===== src/rtl/seq_div_pkg.sv =====
package seq_div_pkg;

    typedef enum logic [1:0] {
        ST_IDLE   = 2'd0,
        ST_ITER   = 2'd1,
        ST_FIX    = 2'd2,
        ST_FINISH = 2'd3
    } div_state_t;

    typedef enum logic {
        MODE_RESTORE    = 1'b0,
        MODE_NONRESTORE = 1'b1
    } div_mode_t;

endpackage


===== src/rtl/seq_div_addsub.sv =====
module seq_div_addsub #(
    parameter int AW = 9
) (
    input  logic [AW-1:0] opa_i,
    input  logic [AW-1:0] opb_i,
    input  logic          sub_i,
    output logic [AW-1:0] sum_o
);
    logic [AW-1:0] opb_eff;

    always_comb begin
        opb_eff = opb_i ^ {AW{sub_i}};
        sum_o   = opa_i + opb_eff + {{(AW-1){1'b0}}, sub_i};
    end
endmodule


===== src/rtl/seq_div_ctrl.sv =====
module seq_div_ctrl
    import seq_div_pkg::*;
#(
    parameter int WIDTH = 8
) (
    input  logic clk,
    input  logic rst_n,
    input  logic start_i,
    input  logic mode_i,
    input  logic divisor_zero_i,
    input  logic next_neg_i,
    output logic load_o,
    output logic load_zero_o,
    output logic step_o,
    output logic fix_o,
    output logic mode_o,
    output logic busy_o,
    output logic done_o
);
    localparam int CW = $clog2(WIDTH + 1);

    div_state_t state_q, state_d;
    logic [CW-1:0] cnt_q;
    div_mode_t mode_q;
    logic accept;
    logic last_step;

    assign accept    = start_i && (state_q == ST_IDLE || state_q == ST_FINISH);
    assign last_step = (cnt_q == CW'(1));

    // State register
    always_ff @(posedge clk or negedge rst_n) begin
        if (!rst_n) begin
            state_q <= ST_IDLE;
        end else begin
            state_q <= state_d;
        end
    end

    // Step counter and latched mode
    always_ff @(posedge clk or negedge rst_n) begin
        if (!rst_n) begin
            cnt_q  <= '0;
            mode_q <= MODE_RESTORE;
        end else if (accept) begin
            cnt_q  <= CW'(WIDTH);
            mode_q <= div_mode_t'(mode_i);
        end else if (state_q == ST_ITER) begin
            cnt_q <= cnt_q - CW'(1);
        end
    end

    // Next-state logic
    always_comb begin
        state_d = state_q;
        unique case (state_q)
            ST_IDLE, ST_FINISH: begin
                if (accept) begin
                    state_d = divisor_zero_i ? ST_FINISH : ST_ITER;
                end else begin
                    state_d = ST_IDLE;
                end
            end
            ST_ITER: begin
                if (last_step) begin
                    if (mode_q == MODE_NONRESTORE && next_neg_i) begin
                        state_d = ST_FIX;
                    end else begin
                        state_d = ST_FINISH;
                    end
                end
            end
            ST_FIX: state_d = ST_FINISH;
            default: state_d = ST_IDLE;
        endcase
    end

    // Outputs
    always_comb begin
        load_o      = accept && !divisor_zero_i;
        load_zero_o = accept && divisor_zero_i;
        step_o      = 1'b0;
        fix_o       = 1'b0;
        busy_o      = 1'b0;
        done_o      = 1'b0;
        unique case (state_q)
            ST_IDLE:   ;
            ST_ITER:   begin step_o = 1'b1; busy_o = 1'b1; end
            ST_FIX:    begin fix_o  = 1'b1; busy_o = 1'b1; end
            ST_FINISH: done_o = 1'b1;
            default:   ;
        endcase
    end

    assign mode_o = mode_q;

    assert_done_single_R6: assert property (@(posedge clk) disable iff (!rst_n)
        (state_q == ST_FINISH && !$past(accept)) |=> state_q != ST_FINISH || $past(accept));
    assert_busy_done_excl_R6: assert property (@(posedge clk) disable iff (!rst_n)
        !(busy_o && done_o));
    assert_cnt_range_R4: assert property (@(posedge clk) disable iff (!rst_n)
        cnt_q <= CW'(WIDTH));
    assert_fix_only_nr_R4: assert property (@(posedge clk) disable iff (!rst_n)
        state_q == ST_FIX |-> mode_q == MODE_NONRESTORE);
    assert_iter_count_nonzero_R5: assert property (@(posedge clk) disable iff (!rst_n)
        state_q == ST_ITER |-> cnt_q != '0);
endmodule


===== src/rtl/seq_div_datapath.sv =====
module seq_div_datapath #(
    parameter int WIDTH = 8
) (
    input  logic             clk,
    input  logic             rst_n,
    input  logic             load_i,
    input  logic             load_zero_i,
    input  logic             step_i,
    input  logic             fix_i,
    input  logic             mode_i,
    input  logic [WIDTH-1:0] dividend_i,
    input  logic [WIDTH-1:0] divisor_i,
    output logic             next_neg_o,
    output logic             acc_neg_o,
    output logic             div_zero_o,
    output logic [WIDTH-1:0] quotient_o,
    output logic [WIDTH-1:0] remainder_o
);
    localparam int AW = WIDTH + 1;

    logic [AW-1:0]    acc_q, acc_d;
    logic [WIDTH-1:0] quo_q, quo_d;
    logic [AW-1:0]    dvs_q;
    logic             dz_q;

    logic [AW-1:0]    acc_shift;
    logic [WIDTH-1:0] quo_shift;
    logic [AW-1:0]    alu_a;
    logic             alu_sub;
    logic [AW-1:0]    alu_sum;

    assign acc_shift = {acc_q[WIDTH-1:0], quo_q[WIDTH-1]};
    assign quo_shift = {quo_q[WIDTH-2:0], 1'b0};

    always_comb begin
        alu_a   = fix_i ? acc_q : acc_shift;
        alu_sub = 1'b1;
        if (fix_i) begin
            alu_sub = 1'b0;
        end else if (mode_i) begin
            alu_sub = !acc_q[AW-1];
        end
    end

    seq_div_addsub #(.AW(AW)) u_addsub (
        .opa_i (alu_a),
        .opb_i (dvs_q),
        .sub_i (alu_sub),
        .sum_o (alu_sum)
    );

    // Next-value selection for the step and the correction
    always_comb begin
        acc_d = acc_q;
        quo_d = quo_q;
        if (fix_i) begin
            acc_d = alu_sum;
        end else if (step_i) begin
            if (!mode_i && alu_sum[AW-1]) begin
                acc_d = acc_shift;
                quo_d = quo_shift;
            end else begin
                acc_d = alu_sum;
                quo_d = {quo_shift[WIDTH-1:1], ~alu_sum[AW-1]};
            end
        end
    end

    always_ff @(posedge clk or negedge rst_n) begin
        if (!rst_n) begin
            acc_q <= '0;
            quo_q <= '0;
            dvs_q <= '0;
            dz_q  <= 1'b0;
        end else if (load_i) begin
            acc_q <= '0;
            quo_q <= dividend_i;
            dvs_q <= {1'b0, divisor_i};
            dz_q  <= 1'b0;
        end else if (load_zero_i) begin
            acc_q <= {1'b0, dividend_i};
            quo_q <= '1;
            dvs_q <= '0;
            dz_q  <= 1'b1;
        end else begin
            acc_q <= acc_d;
            quo_q <= quo_d;
        end
    end

    assign next_neg_o  = acc_d[AW-1];
    assign acc_neg_o   = acc_q[AW-1];
    assign div_zero_o  = dz_q;
    assign quotient_o  = quo_q;
    assign remainder_o = acc_q[WIDTH-1:0];

    assert_step_divisor_nonzero_R7: assert property (@(posedge clk) disable iff (!rst_n)
        step_i |-> dvs_q != '0);
    assert_divisor_stable_R9: assert property (@(posedge clk) disable iff (!rst_n)
        (step_i && $past(step_i)) |-> $stable(dvs_q));
    assert_fix_makes_nonneg_R3: assert property (@(posedge clk) disable iff (!rst_n)
        fix_i |=> !acc_q[AW-1]);
endmodule


===== src/rtl/seq_divider.sv =====
module seq_divider #(
    parameter int WIDTH = 8
) (
    input  logic             clk,
    input  logic             rst_n,
    input  logic             start_i,
    input  logic             mode_i,
    input  logic [WIDTH-1:0] dividend_i,
    input  logic [WIDTH-1:0] divisor_i,
    output logic             busy_o,
    output logic             done_o,
    output logic [WIDTH-1:0] quotient_o,
    output logic [WIDTH-1:0] remainder_o,
    output logic             div_zero_o
);
    logic load, load_zero, step, fix, mode_run, next_neg, acc_neg;
    logic divisor_zero;

    assign divisor_zero = (divisor_i == '0);

    seq_div_ctrl #(.WIDTH(WIDTH)) u_ctrl (
        .clk            (clk),
        .rst_n          (rst_n),
        .start_i        (start_i),
        .mode_i         (mode_i),
        .divisor_zero_i (divisor_zero),
        .next_neg_i     (next_neg),
        .load_o         (load),
        .load_zero_o    (load_zero),
        .step_o         (step),
        .fix_o          (fix),
        .mode_o         (mode_run),
        .busy_o         (busy_o),
        .done_o         (done_o)
    );

    seq_div_datapath #(.WIDTH(WIDTH)) u_dp (
        .clk         (clk),
        .rst_n       (rst_n),
        .load_i      (load),
        .load_zero_i (load_zero),
        .step_i      (step),
        .fix_i       (fix),
        .mode_i      (mode_run),
        .dividend_i  (dividend_i),
        .divisor_i   (divisor_i),
        .next_neg_o  (next_neg),
        .acc_neg_o   (acc_neg),
        .div_zero_o  (div_zero_o),
        .quotient_o  (quotient_o),
        .remainder_o (remainder_o)
    );

    assert_rem_nonneg_R3: assert property (@(posedge clk) disable iff (!rst_n)
        done_o |-> !acc_neg);
    assert_zero_quotient_R7: assert property (@(posedge clk) disable iff (!rst_n)
        (done_o && div_zero_o) |-> quotient_o == '1);
    assert_results_held_R10: assert property (@(posedge clk) disable iff (!rst_n)
        (!busy_o && !start_i && !$past(start_i) && !$past(busy_o)) |-> $stable(quotient_o) && $stable(remainder_o));
endmodule


===== config.mk =====
export PLATFORM = sky130hd
export DESIGN_NAME = seq_divider
export DESIGN_NICKNAME = d
export VERILOG_FILES = /design/src/rtl/seq_div_pkg.sv /design/src/rtl/seq_div_addsub.sv /design/src/rtl/seq_div_ctrl.sv /design/src/rtl/seq_div_datapath.sv /design/src/rtl/seq_divider.sv
export SDC_FILE = /design/constraint.sdc
export NUM_CORES = 1
export LEC_CHECK = 0
export ABC_AREA = 1
export CAP_MARGIN = 20
export CORE_MARGIN = 2
export CORE_UTILIZATION = 55
export DETAILED_ROUTE_END_ITERATION = 16
export DONT_BUFFER_PORTS = 1
export PLACE_DENSITY = 0.7
export SLEW_MARGIN = 20
export SYNTH_ARGS = -nofsm -noshare
export SYNTH_HDL_FRONTEND = slang
export SYNTH_SLANG_ARGS = --single-unit

===== constraint.sdc =====
create_clock -name clk -period 4.4 [get_ports clk]
set_input_delay 0.88 -clock clk [delete_from_list [all_inputs] [get_ports clk]]
set_output_delay 0.88 -clock clk [all_outputs]
set_load 0.01 [all_outputs]

==> run metrics <==
RSZ-0062 raised after global routing=no; Routed WL=5554 um; layout cells sized above 1=9.697%; Fmax=296.3 MHz; CP bufs+invs=4; Critical Path RT=4550 ps; routed metal-1 wirelength=2664 um; max_cap viols=0; routed length on met2=2517 um; Final Max Slew Viols=0; Initial Utilization=56.21%; post-synth top area cell=dfrtp_1; Syn. warnings=0; hold-fix buffers at CTS=0; Clock Latency Late Sink=290 ps; EDFF count, synth=0; core box area=0.004294 mm2; die width=70.25 um; setup ws final=1025 ps; Synth Instances=330; Overflow after GRT=0; Seq cells post-synth=33; CP cell instances=inv_1, ha_1, inv_4, nand2_4, xnor2_1, inv_1, fa_1, inv_1, nand2_1, nand2_1, nand3_2, nand3_1, nand3_1, nor2_2, nand2_1, nand3_1, a22oi_2; largest net degree at the start of global routing=34; flop2flop setup slack=1030 ps; most common flop cell mapped by yosys=dfrtp_1; CTS tree=done; vias per cell=5.500; # port buffers=0; Setup Fix Bufs, Post-CTS=0; top post-synthesis cells by area=dfrtp_1 34%, nand2_1 12%, inv_1 8.6%, ha_1 6.2%, nand3_1 5.4%; Post-synth ARST share=100.0%; NumNets Final=362; syn nets=363; max layer used=met4; met3 WL=309 um; synthesized area per cell=7.314 um2; Clock Path Buffers=2; CP max FO=22; final hold vios=0; CP Launch Type=flop; clock sinks=33; htree depth=2; post-synthesis cell area=0.002414 mm2; Yosys top cell area share=34.21%; setup violators final=0; DR iter-0 viols=143; critical path class=flop to flop; CTS buffer count=5; outcome=finished, final reports clean; Residual DRC=0; CP Data Arrival Time=3530 ps; first drt pass iteration count=5; r2r startpoint=u_ctrl.state_q[0]$_DFFE_PN0P_; sequential fraction of the synthesis area=34.21%; clock slew at reported path FFs=70 ps; Final Skew=6.050 ps; Slowest cell on crit path=ha_1; capturing point of the worst reg2reg path=u_dp.acc_q[4]$_DFFE_PN0P_; Ports=39; Worst slew margin=37.95%; total track usage=23.77%; R2R depth=17; vias in the first global route=1926; Wirelength per Cell=14.54 um; Min-Delay Path Class=input pin to async pin; P&R area growth vs syn=6.013%; first-pass GRT wire length=9363 um; Period Utilization, post-route=76.70%; PostCTS Resize Cnt=0; post-DP HPWL=4341 um; # diodes=0; min Tclk post-route=3375 ps; RePlAce Congestion=0.9226; critical path's top delay family=adder cells; CTS root buffer=clkbuf_8; library cells used by synthesis=34; die extent in y=70.25 um; CP endpoint kind=flop; crit-path max cell delay=660 ps; worst-margin pin slew=924.6 ps; Die Footprint=0.004934 mm2; Filler cells=413; Antenna Violating Nets Remaining=0; setup TNS=0 ps; pre-CTS WS=1033 ps; row cnt=24; initial antenna violation count=0; via count=2101
## worst reg2reg max path: stages, from the launching register on
cell,delay (ps)
dfrtp_1,420
inv_1,70
ha_1,660
inv_4,150
nand2_4,190
xnor2_1,180
inv_1,100
fa_1,460
inv_1,70
nand2_1,40
nand2_1,80
nand3_2,90
nand3_1,100
nand3_1,150
nor2_2,240
nand2_1,80
nand3_1,100
a22oi_2,60
## flip-flops by register name, summed over array words and instances (netlist names)
signal,flops
u_dp.dvs_q,8
u_dp.quotient_o,8
u_ctrl.mode_o,1
u_ctrl.state_q,2
u_dp.acc_q,9
u_ctrl.cnt_q,4
u_dp.div_zero_o,1
## per-layer routing
| metal | vias to the layer above | track usage [%] |
|---|---|---|
| met5 | - | 0 |
| met4 | 0 | 5.769 |
| met3 | 6 | 5.339 |
| met2 | 51 | 34.91 |
| met1 | 977 | 35.63 |
| li1 | 1067 | - |
## worst max-delay path by stage
stage	from	end	slack [ps]	cells after the start
floorplan	u_ctrl.state_q[0]$_DFFE_PN0P_	u_dp.acc_q[3]$_DFFE_PN0P_	1760	15
global placement	u_ctrl.state_q[0]$_DFFE_PN0P_	u_dp.acc_q[5]$_DFFE_PN0P_	1220	17
detailed placement	u_ctrl.state_q[0]$_DFFE_PN0P_	u_dp.acc_q[3]$_DFFE_PN0P_	1030	17
CTS	u_ctrl.state_q[0]$_DFFE_PN0P_	u_dp.acc_q[3]$_DFFE_PN0P_	1020	17
global route	u_ctrl.state_q[0]$_DFFE_PN0P_	u_dp.acc_q[5]$_DFFE_PN0P_	750	17
finish	u_ctrl.state_q[0]$_DFFE_PN0P_	u_dp.acc_q[4]$_DFFE_PN0P_	1030	17
## kinds of logic (layout without fill, tap and decap cells)
logic type	after synthesis	count (layout)	synth area share [%]
XOR/XNOR	11	11	3.992
AND/OR/NAND/NOR	143	143	26.39
adder cells (fa/ha/maj)	13	13	7.050
flip-flops	33	33	34.21
AO/OA/AOI/OAI	65	65	17.78
buffers and inverters	65	65	10.58
## cell usage in the layout, fill, tap and decap left out, types with 3 or more instances in the layout
master	synthesis	layout
nand3_1	26	26
nor2_1	22	22
o221ai_1	7	7
nor2_2	3	3
inv_1	55	55
dfrtp_1	33	33
xnor2_1	3	3
o21ai_1	3	3
o21ai_0	20	20
ha_1	12	12
nand2_1	79	79
o22ai_1	6	6
xor2_1	8	8
clkbuf_8	0	5
a21oi_2	5	5
a21oi_1	12	12
a22oi_2	3	3
nand2_2	4	4
## through the flow
step	instance area [um2]	hold WS (ps)	instances	util (%)
floorplan	2414	458.6	330	-
global placement	2444	492.0	374	56.91
detailed placement	2444	484.4	374	56.91
CTS	2559	270.0	382	59.59
global route	2559	265.0	382	59.59
finish	2559	273.3	382	59.59
## cell type report
type	instances	area, um2	share of cell area [%]
Tap cell	52	65.06	2.543
Clock buffer	5	68.82	2.689
Timing Repair Buffer	1	7.507	0.2934
Inverter	56	212.7	8.313
Sequential cell	33	825.8	32.27
Multi-Input combinational cell	232	1333	52.08
Clock inverter	3	46.29	1.809
## cell usage after synthesis (all sizes together) (2+ instances only)
master	n
inv	56
o22ai	6
xor2	8
nor2	25
nand2	85
xnor2	3
nand3b	2
buf	7
dfrtp	33
nand3	28
a21oi	17
nand4	2
o21ai	25
o221ai	7
ha	12
clkbuf	2
a21o	2
a22oi	3
Power is left out: the tool's default activity adds up to more than one toggle a clock period on the data nets, which glitch-free logic cannot reach.
